==> config.mk <==
export PLATFORM = sky130hd
export DESIGN_NAME = serial_regfile_split
export DESIGN_NICKNAME = d
export VERILOG_FILES = /design/src/rtl/rfs_pkg.sv /design/src/rtl/rfs_onehot_dec.sv /design/src/rtl/rfs_word.sv /design/src/rtl/rfs_read_sel.sv /design/src/rtl/serial_regfile_split.sv
export SDC_FILE = /design/constraint.sdc
export NUM_CORES = 1
export LEC_CHECK = 0
export CORE_MARGIN = 1
export CORE_UTILIZATION = 30
export CTS_BUF_LIST = sky130_fd_sc_hd__clkbuf_8
export DETAILED_ROUTE_END_ITERATION = 7
export GPL_TIMING_DRIVEN = 0
export SLEW_MARGIN = 20
export SYNTH_ARGS = -nofsm -noshare
export SYNTH_HDL_FRONTEND = slang
export SYNTH_SLANG_ARGS = --single-unit
export TNS_END_PERCENT = 20
==> constraint.sdc <==
create_clock -name clk -period 2.15 [get_ports clk]
set_input_delay 0.43 -clock clk [delete_from_list [all_inputs] [get_ports clk]]
set_output_delay 0.43 -clock clk [all_outputs]
set_load 0.02 [all_outputs]
==> src/rtl/rfs_pkg.sv <==
package rfs_pkg;
   localparam int unsigned RFS_WORDS_DEF = 8;
   localparam int unsigned RFS_BITS_DEF  = 18;

   function automatic int unsigned sel_width(input int unsigned n);
      return (n < 2) ? 1 : $clog2(n);
   endfunction
endpackage

==> src/rtl/rfs_onehot_dec.sv <==
module rfs_onehot_dec #(
   parameter int unsigned N     = 8,
   parameter int unsigned SEL_W = 3
) (
   input  logic [SEL_W-1:0] sel,
   output logic [N-1:0]     hot
);
   // one lane per position; codes at or above N light nothing
   for (genvar g = 0; g < N; g++) begin : g_lane
      assign hot[g] = (sel == SEL_W'(g));
   end
endmodule

==> src/rtl/rfs_word.sv <==
module rfs_word #(
   parameter int unsigned WORD_BITS = 18
) (
   input  logic                 clk,
   input  logic                 word_we,
   input  logic [WORD_BITS-1:0] lane,
   input  logic                 din,
   output logic [WORD_BITS-1:0] q
);
   // each bit cell commits at the rising edge closing the period
   for (genvar b = 0; b < WORD_BITS; b++) begin : g_cell
      always_ff @(posedge clk) begin
         if (word_we && lane[b]) q[b] <= din;
      end
   end
endmodule

==> src/rtl/rfs_read_sel.sv <==
module rfs_read_sel #(
   parameter int unsigned NUM_WORDS = 8,
   parameter int unsigned WORD_BITS = 18
) (
   input  logic [NUM_WORDS-1:0][WORD_BITS-1:0] words,
   input  logic [NUM_WORDS-1:0]                word_hot,
   input  logic [WORD_BITS-1:0]                lane,
   output logic                                bit_out
);
   logic [NUM_WORDS-1:0] per_word;

   for (genvar w = 0; w < NUM_WORDS; w++) begin : g_word
      assign per_word[w] = word_hot[w] & (|(words[w] & lane));
   end

   assign bit_out = |per_word;
endmodule

==> src/rtl/serial_regfile_split.sv <==
module serial_regfile_split
   import rfs_pkg::*;
#(
   parameter int unsigned NUM_WORDS = RFS_WORDS_DEF,
   parameter int unsigned WORD_BITS = RFS_BITS_DEF,
   localparam int unsigned ADDR_W   = sel_width(NUM_WORDS),
   localparam int unsigned IDX_W    = sel_width(WORD_BITS)
) (
   input  logic              clk,
   input  logic              rst_n,
   input  logic [ADDR_W-1:0] word_sel,
   input  logic              wr_en,
   input  logic [IDX_W-1:0]  bit_idx,
   input  logic              wr_bit,
   output logic              rd_bit
);
   // elaboration-time parameter checks
   if (NUM_WORDS < 2) begin : g_bad_words
      $error("serial_regfile_split: NUM_WORDS must be at least 2");
   end
   if (WORD_BITS < 2) begin : g_bad_bits
      $error("serial_regfile_split: WORD_BITS must be at least 2");
   end

   logic [NUM_WORDS-1:0]                word_hot;
   logic [WORD_BITS-1:0]                lane;
   logic [NUM_WORDS-1:0][WORD_BITS-1:0] words;
   logic                                rd_comb;

   rfs_onehot_dec #(.N(NUM_WORDS), .SEL_W(ADDR_W)) u_word_dec (
      .sel (word_sel),
      .hot (word_hot)
   );

   rfs_onehot_dec #(.N(WORD_BITS), .SEL_W(IDX_W)) u_lane_dec (
      .sel (bit_idx),
      .hot (lane)
   );

   for (genvar w = 0; w < NUM_WORDS; w++) begin : g_store
      rfs_word #(.WORD_BITS(WORD_BITS)) u_word (
         .clk     (clk),
         .word_we (wr_en & word_hot[w]),
         .lane    (lane),
         .din     (wr_bit),
         .q       (words[w])
      );
   end

   // read phase: array is sampled while clk is high
   rfs_read_sel #(.NUM_WORDS(NUM_WORDS), .WORD_BITS(WORD_BITS)) u_rd (
      .words    (words),
      .word_hot (word_hot),
      .lane     (lane),
      .bit_out  (rd_comb)
   );

   // falling edge closes the read phase; storage still holds the old bit
   always_ff @(negedge clk or negedge rst_n) begin
      if (!rst_n) rd_bit <= 1'b0;
      else        rd_bit <= rd_comb;
   end
endmodule

# Yosys cells after proc, flatten, opt, wreduce, memory -nomap -nowiden
# Cells that the tools add are included.
# Widths: inputs -> output; s select.
[totals]
ff_bits = 145
output_inout_bits = 1
elab_cells = 348
[op_classes]
eq_ne = 24
bitwise = 24
reduce_logical = 155
[op_table]
columns = ["operator", "n"]
rows = [
  ["$and 18x18->18", 8],
  ["$logic_and 1x1->1", 144],
  ["$reduce_or 18->1", 8],
  ["$eq 5x4->1 const B", 8],
  ["$eq 5x3->1 const B", 4],
  ["$and 1x1->1", 16],
  ["$eq 3x3->1 const B", 4],
  ["$eq 5x2->1 const B", 2],
  ["$eq 5x5->1 const B", 2],
  ["$reduce_or 8->1", 1],
  ["$eq 3x2->1 const B", 2],
  ["$eq 5x1->1 const B", 1],
  ["$logic_not 5->1", 1],
  ["$eq 3x1->1 const B", 1],
  ["$logic_not 3->1", 1],
]

# Depth between registers and ports, before layout
[depth]
ltp_word = 5
mapped_depth = 10
mapped_depth_nobuf = 7

# By module
# A second synthesis with hierarchy kept.
[hier_totals]
hier_cells = 461
area_unflattened_um2 = 6700.2
[modules_own_cells]
columns = ["mod", "n_inst", "cells_per_inst", "area_each_um2"]
rows = [
  ["rfs_word", 8, 37, 681.9],
  ["rfs_read_sel", 1, 117, 930.9],
  ["rfs_onehot_dec (u_lane_dec)", 1, 31, 173.9],
  ["serial_regfile_split", 1, 9, 75.1],
  ["rfs_onehot_dec (u_word_dec)", 1, 8, 65.1],
]

==> flow_summary.yaml <==
pwr:
  p_sw_mw: 1.32
  clock_power_share_pct: 35.8
  p_int_mw: 4.13
  leakagePower_nw: 2.21
  max-vdd-ir-drop_mv: 0.318
  pwr-share-comb_pct: 7.0
  power_mw: 5.45
  p_sw_share_pct: 24.2
  p_seq_share_pct: 57.2
  powerDensity_mw_per_mm2: 731
critical_path:
  arrival_ps: 2310
  cpMaxStageDelayCell: "a221oi_2"
  path_delay_family: "simple AND/OR/NAND/NOR gates"
  max_stage_delay_ps: 330
  path_buf_inv: 1
  worstPathCellList: "clkdlybuf4s15_2 > nand2b_1 > nor2_2 > a221oi_2 > and4_1 > nand4_1 > a31oi_2 > o311ai_2"
  critPathKind: "in2reg"
  required_ps: 1310
  crit_fanout: 5
  cp-end-kind: "flip-flop"
  worstSetupStartpointType: "input port"
drt:
  vias_per_cell: 5.38
  wl_per_cell_um: 21.8
  drt_iter0_markers: 613
  num_vias: 4541
  route.detailed.drc: 0
  ant_nets: 0
  routed_wl_mm: 18.4
  drt_first_pass_iters: 5
global_routing:
  grt_max_degree: 89
  grt_pass1_vias: 4376
  grt_antenna_before_repair: 0
  grt.overflow.total: 0
  track_usage_pct: 17.5
  grt_pass1_wl_mm: 27.3
floorplan:
  core_area_mm2: 0.0205
  die_w_um: 148
  die_area_mm2: 0.0218
  initial_core_util_pct: 31.1
  ios: 13
  die_h_um: 148
  rows: 52
logic_synthesis:
  synth.cell_area_mm2: 0.00637
  async_flop_share_pct: 0.690
  ys.flop_type: "edfxtp_1"
  ys_ff_latch: 145
  ys_seq_area_share_pct: 68.3
  syn_inst: 521
  syn_nets: 533
  synth_edf_count: 144
  syn_area_per_cell_um2: 12.2
  synthDistinctLibCells: 47
  ys_warn_count: 0
final_layout:
  multi_input_area_mm2: 0.00202
  fin_cells: 844
  fin_area_mm2: 0.00746
  syn_to_final_growth_pct: 17.1
  drive_gt1_share_pct: 17.8
  layout.nets: 573
  num-fill-cells: 2004
  area.sequential_mm2: 0.00435
  diodes: 0
  final_util_pct: 36.4
place:
  gp_congestion: 0.886
  portBuffers: 8
  place_area_mm2: 0.00684
  dp_hpwl_mm: 11.7
  dp_cells: 800
sta:
  hold_violations: 0
  worst_pin_slew_ps: 640
  final-max-slew-violation-count: 0
  finalSetupViolations: 2
  rsz0062_at_grt: "true"
  fin_ws_ps: -1000
  timing.max_slew.rel_slack_pct: 57.1
  skew_ps: 62.0
cts:
  htreeDepth: 4
  cts_sinks: 145
  cts_tree: "yes"
  worst_skew_pair.late_latency_ps: 470
  numCtsBuffers: 17
  clockRootBuffer: "clkbuf_8"
  clock_path_buffers: 2
  clk_pin_slew_ps: 80
  ctsHoldBuffers: 0
hold_path:
  min_path_type: "in2reg"
job:
  cap_violations: 0
run_status:
  run_status: "finished, violations left"
  violations: "negative setup slack"
[worst register-to-register path, cell delays in order (launching register included)]
cell and delay [ps]:
edfxtp_1 380, mux2_2 290, a221oi_2 270, and4_1 240, nand4_1 140, a31oi_2 290
o311ai_2 150
[power by group through the flow]
stage | Combinational [mW] | Clock, mW | Sequential [mW]
final | 0.382 | 1.95 | 3.11
after global placement | 0.324 | 0 | 3.19
after floorplan | 0.176 | 0 | 3.18
after global routing | 0.402 | 2.07 | 3.11
after CTS | 0.369 | 1.96 | 3.11
after detailed placement | 0.331 | 0 | 3.18
[path summary, 6_finish.rpt]
kind                                              start                     end  slack [ps]  cells past startpoint
worst max-delay path                         bit_idx[2]                  rd_bit       -1000                      8
worst min-delay path                             wr_bit  g_store[3].u_word.q[2]         470                      1
worst max register to register  g_store[2].u_word.q[17]                  rd_bit        -900                      6
worst min register to register   g_store[6].u_word.q[2]                  rd_bit        1750                      4
max in group asynchronous                         rst_n                  rd_bit         890                      1
min in group asynchronous                         rst_n                  rd_bit        1130                      1
[final cells by class]
type / count / area share [%]
clock buffer: 17 / 3.14
sequential: 145 / 58.3
tap: 270 / 4.53
clock inverter: 15 / 1.61
timing repair buffer: 21 / 2.43
inverter: 6 / 0.302
multi-input combinational: 340 / 27.1
buffer: 30 / 2.60
[flip-flops by register name, indices dropped and copies added, names as in the netlist]
| name | count |
|---|---|
| rd_bit | 1 |
| g_store.u_word.q | 144 |
[routing by layer]
metal	vias up	track usage, %	routed length [µm]
met5	-	0	0
met4	0	5.82	522
met3	39	5.22	1590
met2	233	27.4	8530
met1	2246	23.2	7740
li1	2023	-	-
[placed cells by master, fill, tap and decap left out, types with 3 or more instances in the layout]
cell type / n
nor2_2: 8
nor2_1: 154
a222oi_1: 3
clkbuf_1: 13
o2111ai_1: 3
nand3_1: 30
nor2_4: 3
nor2b_1: 4
clkbuf_8: 18
buf_2: 9
mux2_2: 7
o21ai_0: 6
nand2b_1: 3
a22o_1: 5
edfxtp_1: 144
clkinv_1: 4
a22oi_1: 17
inv_1: 7
a221oi_1: 7
clkinv_4: 4
clkinvlp_4: 3
a21oi_1: 7
mux2i_1: 10
nand2_1: 20
buf_4: 17
buf_6: 6
nor3_1: 3
nand4_1: 11
[cell usage after synthesis, types with 5 or more instances]
cell type,instances,area (µm²)
nor3_1,6,30.0
nand2_1,23,86.3
o21ai_0,6,30.0
a22o_1,5,43.8
mux2i_1,10,100
nor2_1,163,612
buf_2,13,65.1
clkbuf_1,14,52.6
nand3_1,30,150
a22oi_1,18,135
inv_1,6,22.5
edfxtp_1,144,4320
a221oi_1,8,70.1
mux2_2,7,78.8
a21oi_1,7,35.0
nand4_1,11,68.8
[per-stage QoR]
| step | setup TNS [ps] | hold WS, ps | setup WS, ps |
|---|---|---|---|
| after floorplan | -877 | 529 | -877 |
| after global placement | -424800 | 1180 | -2380 |
| after detailed placement | -84880 | 968 | -2160 |
| after CTS | -1230 | 468 | -926 |
| after global routing | -1330 | 474 | -1010 |
| final | -1290 | 466 | -1000 |
[cells by family after synthesis]
group	count (synthesis)	share of synthesized area (%)
AOI/OAI and AO/OA	63	7.60
buffers and inverters	36	2.55
DFF	145	68.3
muxes	18	3.16
and+or+nand+nor	259	18.4
[timing repair]
action,4_1_cts,5_1_grt
gates resized for setup,65,2
setup endpoints to repair,117,2
pin swaps,7,5
buffers inserted,8,4
(Power assumes the default switching activity.)
